File: config.mk
export PLATFORM = sky130hd
export DESIGN_NAME = dual_mode_puf_counter
export DESIGN_NICKNAME = d
export VERILOG_FILES = /design/src/rtl/puf_word_pkg.sv /design/src/rtl/puf_mode_fsm.sv /design/src/rtl/puf_cell_bank.sv /design/src/rtl/counter_store.sv /design/src/rtl/dual_mode_puf_counter.sv
export SDC_FILE = /design/constraint.sdc
export NUM_CORES = 1
export LEC_CHECK = 0
export BUFFER_PORTS_ARGS = -buffer_cell sky130_fd_sc_hd__buf_2
export CORE_MARGIN = 1
export CORE_UTILIZATION = 35
export CTS_CLUSTER_SIZE = 10
export DETAILED_ROUTE_END_ITERATION = 8
export GPL_ROUTABILITY_DRIVEN = 0
export GPL_TIMING_DRIVEN = 0
export PLACE_DENSITY = 0.57
export REMOVE_ABC_BUFFERS = 1
export SYNTH_ARGS = -nofsm -noshare
export SYNTH_HDL_FRONTEND = slang
export SYNTH_SLANG_ARGS = --single-unit
File: constraint.sdc
create_clock -name clk -period 1.6 [get_ports clk]
set_input_delay 0.32 -clock clk [delete_from_list [all_inputs] [get_ports clk]]
set_output_delay 0.32 -clock clk [all_outputs]
set_load 0.02 [all_outputs]
File: src/rtl/puf_word_pkg.sv
package puf_word_pkg;
    localparam int WORD_W = 32;

    typedef enum logic [1:0] {
        ST_STORE      = 2'd0,
        ST_CFG_STORE  = 2'd1,
        ST_CFG_FPRINT = 2'd2,
        ST_FPRINT     = 2'd3
    } word_state_t;
endpackage

File: src/rtl/puf_mode_fsm.sv
module puf_mode_fsm
    import puf_word_pkg::*;
(
    input  logic clk,
    input  logic rst_n,
    input  logic fp_mode,
    input  logic cfg_strobe,
    output logic in_store,
    output logic in_fprint,
    output logic capture,
    output logic valid
);
    word_state_t state_q, state_d;

    always_ff @(posedge clk) begin
        if (!rst_n) state_q <= ST_STORE;
        else        state_q <= state_d;
    end

    always_comb begin
        state_d = state_q;
        unique case (state_q)
            ST_STORE: begin
                if (fp_mode)         state_d = ST_CFG_FPRINT;
                else if (cfg_strobe) state_d = ST_CFG_STORE;
            end
            ST_FPRINT: begin
                if (!fp_mode)        state_d = ST_CFG_STORE;
                else if (cfg_strobe) state_d = ST_CFG_FPRINT;
            end
            ST_CFG_STORE:  state_d = ST_STORE;
            ST_CFG_FPRINT: state_d = ST_FPRINT;
            default:       state_d = ST_STORE;
        endcase
    end

    always_comb begin
        in_store  = 1'b0;
        in_fprint = 1'b0;
        capture   = 1'b0;
        valid     = 1'b0;
        unique case (state_q)
            ST_STORE:      begin in_store = 1'b1; valid = 1'b1; end
            ST_FPRINT:     begin in_fprint = 1'b1; valid = 1'b1; end
            ST_CFG_FPRINT: capture = 1'b1;
            ST_CFG_STORE:  ;
            default:       ;
        endcase
    end

    assert_enter_fprint_invalid_R3: assert property (@(posedge clk) disable iff (!rst_n)
        (in_store && fp_mode) |=> (!valid && capture));
    assert_cfg_one_cycle_R3: assert property (@(posedge clk) disable iff (!rst_n)
        !valid |=> valid);
    assert_leave_fprint_R7: assert property (@(posedge clk) disable iff (!rst_n)
        (in_fprint && !fp_mode) |=> (!valid ##1 in_store));
    assert_store_strobe_R8: assert property (@(posedge clk) disable iff (!rst_n)
        (in_store && !fp_mode && cfg_strobe) |=> (!valid && !capture));
    assert_one_state_R1: assert property (@(posedge clk) disable iff (!rst_n)
        $onehot0({in_store, in_fprint, capture}));
endmodule

File: src/rtl/puf_cell_bank.sv
module puf_cell_bank #(
    parameter int          WIDTH     = 32,
    parameter logic [31:0] BANK_ZERO = 32'h6D2B_79F4,
    parameter logic [31:0] BANK_ONE  = 32'h91C4_0E3B
) (
    input  logic             clk,
    input  logic             rst_n,
    input  logic             capture,
    input  logic [WIDTH-1:0] challenge,
    output logic [WIDTH-1:0] response
);
    logic [WIDTH-1:0] pick;

    for (genvar i = 0; i < WIDTH; i++) begin : g_cell
        assign pick[i] = challenge[i] ? BANK_ONE[i] : BANK_ZERO[i];
    end

    always_ff @(posedge clk) begin
        if (!rst_n)       response <= '0;
        else if (capture) response <= pick;
    end

    assert_hold_response_R9: assert property (@(posedge clk) disable iff (!rst_n)
        !capture |=> $stable(response));
    assert_branch_select_R4: assert property (@(posedge clk) disable iff (!rst_n)
        capture |=> (response == (($past(challenge) & BANK_ONE[WIDTH-1:0]) |
                                  (~$past(challenge) & BANK_ZERO[WIDTH-1:0]))));
endmodule

File: src/rtl/counter_store.sv
module counter_store #(
    parameter int WIDTH = 32
) (
    input  logic             clk,
    input  logic             rst_n,
    input  logic             in_store,
    input  logic             wr_en,
    input  logic [WIDTH-1:0] wr_data,
    output logic [WIDTH-1:0] count_q
);
    logic accept;
    assign accept = in_store && wr_en;

    always_ff @(posedge clk) begin
        if (!rst_n)      count_q <= '0;
        else if (accept) count_q <= wr_data;
    end

    assert_write_lands_R2: assert property (@(posedge clk) disable iff (!rst_n)
        (in_store && wr_en) |=> (count_q == $past(wr_data)));
    assert_no_stray_write_R6: assert property (@(posedge clk) disable iff (!rst_n)
        !(in_store && wr_en) |=> $stable(count_q));
endmodule

File: src/rtl/dual_mode_puf_counter.sv
module dual_mode_puf_counter
    import puf_word_pkg::*;
#(
    parameter logic [31:0] BANK_ZERO = 32'h6D2B_79F4,
    parameter logic [31:0] BANK_ONE  = 32'h91C4_0E3B
) (
    input  logic        clk,
    input  logic        rst_n,
    input  logic        fp_mode,
    input  logic [31:0] challenge,
    input  logic [31:0] wr_data,
    input  logic        wr_en,
    input  logic        cfg_strobe,
    output logic [31:0] word_out,
    output logic        word_valid
);
    logic in_store, in_fprint, capture;
    logic [WORD_W-1:0] count_q, response;

    puf_mode_fsm u_fsm (
        .clk(clk), .rst_n(rst_n), .fp_mode(fp_mode), .cfg_strobe(cfg_strobe),
        .in_store(in_store), .in_fprint(in_fprint), .capture(capture),
        .valid(word_valid)
    );

    counter_store #(.WIDTH(WORD_W)) u_store (
        .clk(clk), .rst_n(rst_n), .in_store(in_store), .wr_en(wr_en),
        .wr_data(wr_data), .count_q(count_q)
    );

    puf_cell_bank #(.WIDTH(WORD_W), .BANK_ZERO(BANK_ZERO), .BANK_ONE(BANK_ONE)) u_bank (
        .clk(clk), .rst_n(rst_n), .capture(capture), .challenge(challenge),
        .response(response)
    );

    always_comb begin
        word_out = '0;
        if (in_store)       word_out = count_q;
        else if (in_fprint) word_out = response;
    end

    assert_invalid_zero_R3: assert property (@(posedge clk) disable iff (!rst_n)
        !word_valid |-> (word_out == '0));
    assert_counter_survives_R6: assert property (@(posedge clk) disable iff (!rst_n)
        (in_fprint && !wr_en) |=> (in_fprint || capture || $stable(count_q)));
endmodule

==> flow_results.org <==
** Status
- The flow ran to the end, but the final reports show violations.
- The final reports fail on negative setup slack.

** Finish
- The library cells used most frequently in the layout, excluding fill and tap cells, are 117 x nand2_1, 61 x buf_2, 58 x dfxtp_1.
- From synthesis to final layout, the design area changed by 49.4%.
- Of the cells placed in the final design, the portion with a size suffix greater than 1 is 0.480.
- At the end of the flow, the number of nets in the layout was 515.
- After filler insertion, the fill cell instance count of the layout stands at 770.
- Antenna diode count :: 0
- Final standard cell count with taps included and fillers excluded :: 548
- Most common cell after layout, fill and taps aside :: nand2_1

** Logic synthesis
- Netlist Area Pre-Place :: 0.00287 mm2
- Number of synthesized flops with an enable pin :: 0
- Yosys printed 0 warnings.
- Each instance of the synthesized netlist takes up on average 8.45 um2.
- Share of synthesized flip-flops with an asynchronous set or reset :: 0
- For this run, the register share of the synthesized area comes to 0.418.
- Number of distinct library cell variants in the gate-level netlist after synthesis :: 25
- After technology mapping, the gate count stands at 340.
- For this run, the leading register cell type out of synthesis is dfxtp_1.
- The synthesized design contains 60 register bits.

** Clock tree
- Cts bufs inserted :: 9
- No sink is reached through more buffers than the 2 on the longest clock path.
- Max H-tree Level :: 3
- For this design, the sink count on the clock tree is 60.
- The number of hold buffers added after CTS was 0.
- TritonCTS clock tree :: done
- At the later pin of the worst-skew pair, clock insertion delay measures 0.34 ns.
- Register clock-pin slew on the reported worst setup and hold paths :: 0.06 ns
- CTS placed an instance of clkbuf_8 at the clock tree root.

** STA
- RSZ-0062 raised after global routing :: true
- Based on the critical path, the design can be clocked at up to 518 MHz.
- Ratio of final minimum period to clock period :: 1.21
- The total count of max-transition violations in the final report was 0.
- Worst max-slew margin expressed relative to the limit :: 0.358
- Adding up every negative setup slack in the final design gives -7.52 ns.
- Slew at the pin with the worst max-slew slack :: 0.964 ns
- Setup violations remaining at the end of the flow were counted as 33.
- Number of hold-slack violations in the final timing report :: 0
- Period minus WS final :: 1.93 ns
- In the post-route analysis, the smallest setup slack over all paths is -0.329 ns.
- Clock skew after layout :: 0.00977 ns

** Worst setup path
- STA classifies the critical path startpoint as a flip-flop.
- The worst setup path is of the flip-flop to output port kind.
- Data arrives at the worst endpoint at 1.61 ns.
- Setup slack on the worst reg-to-reg path comes out at 0.08 ns.
- Slowest cell on the critical path :: dfxtp_4
- Crit-path max FO :: 7
- For the worst setup path, the data required time is 1.28 ns.
- Critical path origin :: u_fsm.state_q[0]$_SDFFE_PN0P_
- Launching point of the worst reg2reg path :: u_fsm.state_q[0]$_SDFFE_PN0P_
- The worst setup path is captured at an output port.
- Delay of the slowest cell on the worst path :: 0.36 ns
- Cells traversed along the worst timing path :: inv_6 -> ha_4 -> buf_12 -> buf_16 -> nand2_1 -> o21ai_0 -> buf_4

** Placement
- In this run, placement finished with an instance count of 509.
- # port buffers :: 94
- Half-perimeter wire length after placement :: 3860 um

** Global route
- For this run, the total global-route usage over all layers was measured as 0.189.
- Antenna violations before repair :: 0
- The number of global-route vias before repair was 2473.
- The first global-routing pass estimated 12400 um of wire.
- Entering global routing, the biggest net connects 62 pins.
- For this run the aggregate overflow at the end of global routing stands at 0.

** Detailed routing
- In the routed layout, each cell is associated on average with a via count of 4.77.
- The detail route stage leaves a number of antenna-violating nets equal to 0.
- After detailed routing, the average wire length per cell comes to 15.4 um.
- Before antenna repair, the detailed router went through 4 iterations.
- Via count :: 2615
- Initial drt markers :: 105
- DRC violation count after routing :: 0
- Post-detailed-routing wire length :: 8430 um

** Hold path
- The worst hold path begins at cfg_strobe.
- Type of the most critical hold path :: input pin to flip-flop

** Floorplan
- Total I/O pin count :: 102
- Initial cell density of the core :: 0.366
- After floorplanning, the core was divided into 32 placement rows.
- Die H :: 92.6 um
- Horizontal die dimension :: 92.6 um
- The core region is 0.00785 mm2.
- Area of the die :: 0.00858 mm2

** Pwr
- In this run the power density over the cells is 1710 mW/mm2.
- VDD sags by at most 1.16 mV.
- Static leakage :: 1.88 nW

** Job
- Reported max-cap violation count :: 0
==> routing by layer <==
layer / GRT usage / wire length (um) / part of all wire
met2: 0.315 / 4260 / 0.51
met4: 0.0462 / 83 / 0.0098
met5: 0 / 0 / 0
met1: 0.235 / 3660 / 0.43
met3: 0.0657 / 427 / 0.051
==> synth_stat cells (3+ instances only) <==
cell,number,area [um2]
and2_2,3,22.5
mux2i_1,10,100
nor2b_1,10,62.6
ha_1,4,50.1
nand2_1,140,526
inv_1,3,11.3
buf_6,9,101
o211a_1,15,150
o21ai_0,25,125
a21boi_2,28,315
buf_2,11,55.1
clkbuf_1,6,22.5
dfxtp_1,60,1200
==> path summary, 6_finish.rpt <==
path	to	cells after the start
max	word_out[17]	7
min	u_fsm.state_q[0]$_SDFFE_PN0P_	2
max reg2reg	u_fsm.state_q[0]$_SDFFE_PN0P_	6
min reg2reg	u_bank.response[24]$_SDFFE_PN0P_	1
==> through the flow <==
| stage | power, mW | area (um2) | worst slack [ns] | hold WS [ns] | util |
|---|---|---|---|---|---|
| global route | 7.76 | 4290 | -0.399 | 0.210 | 0.547 |
| detailed placement | 4.15 | 3300 | -0.747 | 0.448 | 0.421 |
| finish | 7.34 | 4290 | -0.329 | 0.214 | 0.547 |
| floorplan | 3.42 | 2680 | -0.555 | 0.421 | - |
| global placement | 3.99 | 3280 | -1.19 | 0.435 | 0.418 |
| CTS | 6.58 | 3870 | -0.302 | 0.199 | 0.493 |
==> power by group <==
part	internal, mW	leakage, nW	total (mW)	switching [mW]
Combinational	1.94	1.30	4.08	2.14
Clock	0.634	0.0893	1.20	0.566
Sequential	1.84	0.493	2.06	0.212
Total	4.42	1.88	7.34	2.92
==> state kept, by name (all words and copies together) (netlist names) <==
signal           count
u_fsm.state_q        2
u_store.count_q     32
u_bank.response     26
==> kinds of logic (layout without fill, tap and decap cells) <==
logic type / after synthesis / in the layout / share of synthesized area
and+or+nand+nor: 157 / 159 / 0.222
muxes: 11 / 11 / 0.0396
adders and majority gates: 4 / 4 / 0.0174
AOI/OAI and AO/OA: 77 / 77 / 0.232
DFF: 60 / 60 / 0.418
buffers and inverters: 31 / 135 / 0.0714
==> critical path: cells and delay by family, from the launching register on <==
| family | cells | cell delay (ns) |
|---|---|---|
| compound gates | 1 | 0.10 |
| fa+ha+maj | 1 | 0.20 |
| buf+inv | 4 | 0.56 |
| flops | 1 | 0.36 |
| simple gates | 1 | 0.05 |
==> final cells by class <==
cell class / instances / area, um2 / share of cell area
Inverter: 3 / 18.8 / 0.00437
Sequential cell: 60 / 1210 / 0.282
Clock buffer: 13 / 159 / 0.0370
Multi-Input combinational cell: 251 / 1790 / 0.418
Tap cell: 102 / 128 / 0.0297
Timing Repair Buffer: 117 / 976 / 0.227
Clock inverter: 2 / 10.0 / 0.00233
==> repair_timing <==
action,CTS,global route
resized for setup,76,95
cloned,5,3
pin swaps,6,23
endpoints found under the hold margin,0,0
buffers inserted,10,7
endpoints found under the setup margin,92,93
(Power assumes the default switching activity.)
